$ cat src/rtl/daf_pkg.sv
package daf_pkg;
  localparam int MAC_BYTES = 6;
  localparam int MAC_W     = 8 * MAC_BYTES;
  localparam int WORD_W    = 16;
  localparam int N_WORDS   = MAC_W / WORD_W;

  typedef logic [MAC_W-1:0]  mac_t;
  typedef logic [WORD_W-1:0] word_t;

  typedef struct packed {
    logic keep;
    logic bcast;
    logic mcast;
  } verdict_t;

  // Word k carries byte 2k low and byte 2k+1 high; byte k sits at [8k+7:8k].
  function automatic mac_t join_words(input word_t w0, input word_t w1, input word_t w2);
    return {w2, w1, w0};
  endfunction

  function automatic word_t pick_word(input mac_t m, input int k);
    return m[k*WORD_W +: WORD_W];
  endfunction

  function automatic logic group_bit(input mac_t m);
    return m[0];
  endfunction

  function automatic logic all_ones(input mac_t m);
    return &m;
  endfunction
endpackage

$ cat src/rtl/daf_cam_store.sv
module daf_cam_store
  import daf_pkg::*;
#(
  parameter int DEPTH = 16,
  localparam int IDX_W = $clog2(DEPTH)
)(
  input  logic             clk,
  input  logic             rst_n,
  input  logic             wr_en,
  input  logic [IDX_W-1:0] wr_idx,
  input  word_t            wr_w0,
  input  word_t            wr_w1,
  input  word_t            wr_w2,
  input  logic             mask_en,
  input  logic [DEPTH-1:0] mask_data,
  input  logic [IDX_W-1:0] rd_idx,
  output mac_t             entries [DEPTH],
  output logic [DEPTH-1:0] mask_q,
  output mac_t             rd_entry,
  output logic             mask_loaded
);
  for (genvar i = 0; i < DEPTH; i++) begin : g_ent
    always_ff @(posedge clk or negedge rst_n) begin
      if (!rst_n)                                  entries[i] <= '0;
      else if (wr_en && wr_idx == IDX_W'(i))       entries[i] <= join_words(wr_w0, wr_w1, wr_w2);
    end
  end

  always_ff @(posedge clk or negedge rst_n) begin
    if (!rst_n) begin
      mask_q      <= '0;
      mask_loaded <= 1'b0;
    end else begin
      mask_loaded <= mask_en;
      if (mask_en) mask_q <= mask_data;
    end
  end

  assign rd_entry = entries[rd_idx];
endmodule

$ cat src/rtl/daf_cam_match.sv
module daf_cam_match
  import daf_pkg::*;
#(
  parameter int DEPTH = 16
)(
  input  mac_t             entries [DEPTH],
  input  logic [DEPTH-1:0] mask_q,
  input  mac_t             addr,
  output logic             hit
);
  logic [DEPTH-1:0] hit_vec;
  for (genvar i = 0; i < DEPTH; i++) begin : g_cmp
    assign hit_vec[i] = mask_q[i] && (entries[i] == addr);
  end
  assign hit = |hit_vec;
endmodule

$ cat src/rtl/daf_decide.sv
module daf_decide
  import daf_pkg::*;
(
  input  mac_t     addr,
  input  logic     promisc,
  input  logic     all_mcast,
  input  logic     accept_bcast,
  input  logic     cam_hit,
  output verdict_t verdict
);
  logic is_grp, is_bc;
  assign is_grp = group_bit(addr);
  assign is_bc  = all_ones(addr);

  always_comb begin
    verdict = '0;
    if (promisc && !is_grp)            verdict.keep = 1'b1;
    else if (all_mcast && is_grp)      verdict = '{keep: 1'b1, bcast: 1'b0, mcast: 1'b1};
    else if (accept_bcast && is_bc)    verdict = '{keep: 1'b1, bcast: 1'b1, mcast: 1'b0};
    else if (cam_hit)                  verdict.keep = 1'b1;
  end
endmodule

$ cat src/rtl/dst_addr_filter.sv
module dst_addr_filter
  import daf_pkg::*;
#(
  parameter int DEPTH = 16,
  parameter int PTR_W = 16,
  localparam int IDX_W = $clog2(DEPTH)
)(
  input  logic             clk,
  input  logic             rst_n,
  input  logic             cam_wr_en,
  input  logic [IDX_W-1:0] cam_wr_idx,
  input  logic [15:0]      cam_wr_w0,
  input  logic [15:0]      cam_wr_w1,
  input  logic [15:0]      cam_wr_w2,
  input  logic             mask_wr_en,
  input  logic [DEPTH-1:0] mask_wr_data,
  input  logic             reset_mode,
  input  logic [PTR_W-1:0] rd_ptr,
  output logic [15:0]      rd_word0,
  output logic [15:0]      rd_word1,
  output logic [15:0]      rd_word2,
  input  logic             req_valid,
  input  logic [47:0]      dst_addr,
  input  logic             promisc,
  input  logic             all_mcast,
  input  logic             accept_bcast,
  output logic             res_valid,
  output logic             accept,
  output logic             bcast_flag,
  output logic             mcast_flag,
  output logic             load_done
);
  mac_t             entries [DEPTH];
  logic [DEPTH-1:0] mask_q;
  mac_t             rd_entry;
  logic             cam_hit;
  verdict_t         verdict;

  daf_cam_store #(.DEPTH(DEPTH)) u_store (
    .clk, .rst_n,
    .wr_en(cam_wr_en), .wr_idx(cam_wr_idx),
    .wr_w0(cam_wr_w0), .wr_w1(cam_wr_w1), .wr_w2(cam_wr_w2),
    .mask_en(mask_wr_en), .mask_data(mask_wr_data),
    .rd_idx(rd_ptr[IDX_W-1:0]),
    .entries, .mask_q, .rd_entry, .mask_loaded(load_done)
  );

  daf_cam_match #(.DEPTH(DEPTH)) u_match (
    .entries, .mask_q, .addr(dst_addr), .hit(cam_hit)
  );

  daf_decide u_decide (
    .addr(dst_addr), .promisc, .all_mcast, .accept_bcast,
    .cam_hit, .verdict
  );

  always_ff @(posedge clk or negedge rst_n) begin
    if (!rst_n) begin
      res_valid  <= 1'b0;
      accept     <= 1'b0;
      bcast_flag <= 1'b0;
      mcast_flag <= 1'b0;
    end else begin
      res_valid  <= req_valid;
      accept     <= req_valid && verdict.keep;
      bcast_flag <= req_valid && verdict.bcast;
      mcast_flag <= req_valid && verdict.mcast;
    end
  end

  assign rd_word0 = reset_mode ? pick_word(rd_entry, 0) : '0;
  assign rd_word1 = reset_mode ? pick_word(rd_entry, 1) : '0;
  assign rd_word2 = reset_mode ? pick_word(rd_entry, 2) : '0;
endmodule

$ cat config.mk
export PLATFORM = sky130hd
export DESIGN_NAME = dst_addr_filter
export DESIGN_NICKNAME = d
export VERILOG_FILES = /design/src/rtl/daf_pkg.sv /design/src/rtl/daf_cam_store.sv /design/src/rtl/daf_cam_match.sv /design/src/rtl/daf_decide.sv /design/src/rtl/dst_addr_filter.sv
export SDC_FILE = /design/constraint.sdc
export NUM_CORES = 2
export LEC_CHECK = 0
export BUFFER_PORTS_ARGS = -buffer_cell sky130_fd_sc_hd__buf_2
export CAP_MARGIN = 5
export CORE_UTILIZATION = 51
export DETAILED_ROUTE_END_ITERATION = 12
export PLACE_DENSITY = 0.7
export SLEW_MARGIN = 5
export SYNTH_ARGS = -nofsm -noshare
export SYNTH_HDL_FRONTEND = slang
export SYNTH_SLANG_ARGS = --single-unit
$ cat constraint.sdc
create_clock -name clk -period 2 [get_ports clk]
set_clock_uncertainty 0.15 [all_clocks]
set_input_delay 0 -clock clk [delete_from_list [all_inputs] [get_ports clk]]
set_output_delay 0 -clock clk [all_outputs]
set_load 0.01 [all_outputs]
==> flow_summary.json <==
{
  "status": "finished with violations",
  "violated_checks": "negative setup slack",
  "drv.max_cap_violation_count": 0,
  "synth_cell_type_count": 44,
  "cts_buffer_depth": 3,
  "detail_route.iter0.violations": 5528,
  "design.core.area_um2": 85500,
  "dpl_cell_area_um2": 55500,
  "fillerInstances": 5735,
  "drt-total-wl_mm": 239,
  "timing.critical_path.buf_inv": 1,
  "hp-class": "in -> reg",
  "worst_ep_arrival_time_ps": 3340,
  "postSynthAreaPerCell_um2": 13.5,
  "die_area_um2": 87900,
  "period_share_pct": 145,
  "antenna_left": 0,
  "number_of_ports_placed_on_the_die_boundary": 194,
  "portBuffers": 181,
  "power_leakage_nw": 28.3,
  "yosys_warnings": 0,
  "maxSlewHeadroom_pct": 4.13,
  "cts_sinks": 789,
  "hpwlAfterDp_mm": 180,
  "vdd_drop_max_uv": 924,
  "routed_wire_length_per_instance_um": 39.5,
  "layout_commonest_cell": "sky130_fd_sc_hd__buf_4",
  "root_buffer": "sky130_fd_sc_hd__clkbuf_16",
  "cts_inserted_buffers": 90,
  "setup_ws_ps": -897,
  "finalNetCount": 4958,
  "timing.critical_path.slowest_cell_delay_ps": 1140,
  "cp_max_fo": 3,
  "route.detailed.drc": 0,
  "share_of_final_layout_standard_cells_stronger_than_drive_strength_1_pct": 58.8,
  "crit_path_end_kind": "flip-flop",
  "routabilityCongestion": 1.19,
  "tritoncts": "built",
  "initial_utilization_pct": 51.7,
  "timing.critical_path.required_ps": 2450,
  "path_cells": "xor2_1 > nor3_1 > nand4_1 > buf_4 > nor3_1 > nor3_1 > a41oi_2",
  "syn-cell-area_um2": 44200,
  "grt_pass1_wl_mm": 322,
  "final-max-slew-violation-count": 0,
  "critical_path.startpoint_type": "flip-flop",
  "rsz0062_at_grt": "yes",
  "skew_pair_late_insertion_delay_ps": 690,
  "h_tree_levels": 3,
  "synth_sequential_area_ratio_pct": 44.6,
  "synthesis.instances": 3279,
  "num_vias": 39209,
  "path_common_cell": "sky130_fd_sc_hd__nor3_1",
  "cts.clk_slew.worst_paths_ps": 60,
  "fp.dieW_um": 296,
  "layout.cells.non_filler": 6045,
  "most_used_flip_flop_cell_after_synthesis": "sky130_fd_sc_hd__dfrtp_1",
  "grt_start_max_net_pins": 99,
  "timing.final.crit_period_ps": 2900,
  "vias_per_cell": 6.49,
  "finalSetupViolations": 49,
  "gr-usage-all-layers_pct": 54.7,
  "cp_slowest_cell": "sky130_fd_sc_hd__nor3_1",
  "synthArstFlopShare_pct": 100,
  "die_y_um": 296,
  "worst_pin_slew_ps": 1430,
  "max_freq_ghz": 0.345,
  "number_of_enable_type_register_cells_in_the_synthesized_netlist": 0,
  "yosys_register_bits": 789,
  "overflow": 0,
  "post-place-cells": 5488,
  "final_design_area_no_fill_um2": 62700,
  "net_count_after_synthesis": 3420,
  "timing_worst_setup_path_type": "reg -> reg",
  "count_of_standard_cell_rows": 107,
  "first_global_vias": 39369,
  "final_cell_mix": "sky130_fd_sc_hd__buf_4, sky130_fd_sc_hd__mux2_2, sky130_fd_sc_hd__dfrtp_1",
  "critPathTopFamily": "simple AND/OR/NAND/NOR gates",
  "area_growth_pct": 41.8,
  "final-hold-violation-count": 0,
  "grt_antenna_before_repair": 28,
  "drtPass1Iterations": 6,
  "power.density_cell_area_nw_per_um2": 1110
}
## worst paths after layout
check	start	to	slack [ps]	depth (start not counted)
max reg2reg	u_store.entries[561]	accept	-900	7
min in group asynchronous	rst_n	u_store.entries[259]	440	4
max in group asynchronous	rst_n	u_store.entries[31]	120	4
max	u_store.entries[561]	accept	-900	7
min	dst_addr[18]	bcast_flag	140	7
min reg2reg	u_store.entries[667]	u_store.entries[667]	400	1
## power breakdown
part / leakage [nW] / switching, mW / internal, mW
sequential: 9.63 / 3.39 / 19.7
combinational: 17.2 / 14.4 / 14.8
clock: 1.48 / 7.33 / 9.75
total: 28.3 / 25.1 / 44.2
## metrics by stage
step | utilization, % | power, mW | worst slack (ps) | setup TNS, ps | hold slack, ps
6_report | 73.3 | 69.3 | -897 | -31660 | 135
5_1_grt | 73.3 | 70.2 | -791 | -32430 | 156
4_1_cts | 72.4 | 67.0 | -761 | -31560 | 73.9
3_5_place_dp | 64.9 | 47.7 | -1310 | -6260 | -197
3_3_place_gp | 64.9 | 47.0 | -1200 | -5970 | -200
2_1_floorplan | - | 32.1 | -58.3 | -58.3 | -446
## layout make-up
class	count	area [um2]	share of cell area (%)
Multi-Input combinational cell	2168	23400	37.4
Clock inverter	31	282	0.449
Clock buffer	135	2710	4.31
Tap cell	1144	1430	2.28
Inverter	38	143	0.228
Timing Repair Buffer	1730	14900	23.7
Antenna cell	10	25.0	0.0399
Sequential cell	789	19800	31.5
## Yosys cell counts (2+ instances only)
master                      instances  area (um2)
sky130_fd_sc_hd__nor3_1            20         100
sky130_fd_sc_hd__nor4_1           117         732
sky130_fd_sc_hd__a221oi_1           4        35.0
sky130_fd_sc_hd__a22o_1             4        35.0
sky130_fd_sc_hd__and2_1            48         300
sky130_fd_sc_hd__nor2_1            12        45.0
sky130_fd_sc_hd__nor2b_1            3        18.8
sky130_fd_sc_hd__clkbuf_1         121         454
sky130_fd_sc_hd__buf_2            121         606
sky130_fd_sc_hd__a2111oi_0          4        35.0
sky130_fd_sc_hd__nand2b_1           6        37.5
sky130_fd_sc_hd__a21oi_1            3        15.0
sky130_fd_sc_hd__nand3b_1           2        15.0
sky130_fd_sc_hd__xor2_1           417        3650
sky130_fd_sc_hd__o21ai_0           13        65.1
sky130_fd_sc_hd__dfrtp_1          789       19700
sky130_fd_sc_hd__nand4_1          113         707
sky130_fd_sc_hd__o2bb2ai_1          4        35.0
sky130_fd_sc_hd__xnor2_1          303        2650
sky130_fd_sc_hd__and3_1             2        12.5
sky130_fd_sc_hd__a221o_1            2        20.0
sky130_fd_sc_hd__or4_1              4        30.0
sky130_fd_sc_hd__o22ai_1           20         125
sky130_fd_sc_hd__o41ai_1            3        26.3
sky130_fd_sc_hd__nand3_1           15        75.1
sky130_fd_sc_hd__a222oi_1           5        50.1
sky130_fd_sc_hd__or3_1              2        12.5
sky130_fd_sc_hd__o2111ai_1          2        17.5
sky130_fd_sc_hd__buf_1             40         150
sky130_fd_sc_hd__mux2_2           773        8700
sky130_fd_sc_hd__inv_1             37         139
sky130_fd_sc_hd__mux4_2           240        5410
sky130_fd_sc_hd__nand2_1           19        71.3
## worst register-to-register path, stage by stage (launching register included)
cell                      delay, ps
sky130_fd_sc_hd__dfrtp_1        420
sky130_fd_sc_hd__xor2_1         210
sky130_fd_sc_hd__nor3_1        1140
sky130_fd_sc_hd__nand4_1        190
sky130_fd_sc_hd__buf_4          200
sky130_fd_sc_hd__nor3_1         230
sky130_fd_sc_hd__nor3_1         130
sky130_fd_sc_hd__a41oi_2        140
## layer usage
metal | vias up | global-route usage (%) | wire length, um
li1 | 15031 | - | -
met5 | - | 0 | 173
met1 | 20123 | 67.1 | 82100
met3 | 940 | 21.8 | 34700
met4 | 22 | 43.5 | 24800
met2 | 3093 | 76.4 | 97100
## flip-flops by register name, indices dropped and copies added (netlist names)
name / count
res_valid: 1
u_store.entries: 768
bcast_flag: 1
u_store.mask_q: 16
mcast_flag: 1
accept: 1
u_store.mask_loaded: 1
## timing repair
action	4_1_cts	5_1_grt
endpoints found under the setup margin	49	50
hold endpoints to repair	1578	0
pin swaps	7	6
gates resized for setup	180	84
hold buffers	116	0
setup buffers	219	50
## cells by family (layout without fill, tap and decap cells)
logic type	count (synthesis)	in the layout	synth area share [%]
AOI/OAI and AO/OA	68	68	1.13
xor gates and xnor gates	720	720	14.3
buffers and inverters	322	1934	3.10
DFF	789	789	44.6
muxes	1014	1014	31.9
other	0	10	0
and+or+nand+nor	366	366	4.94
No activity file was read; power rests on OpenSTA's default activity.
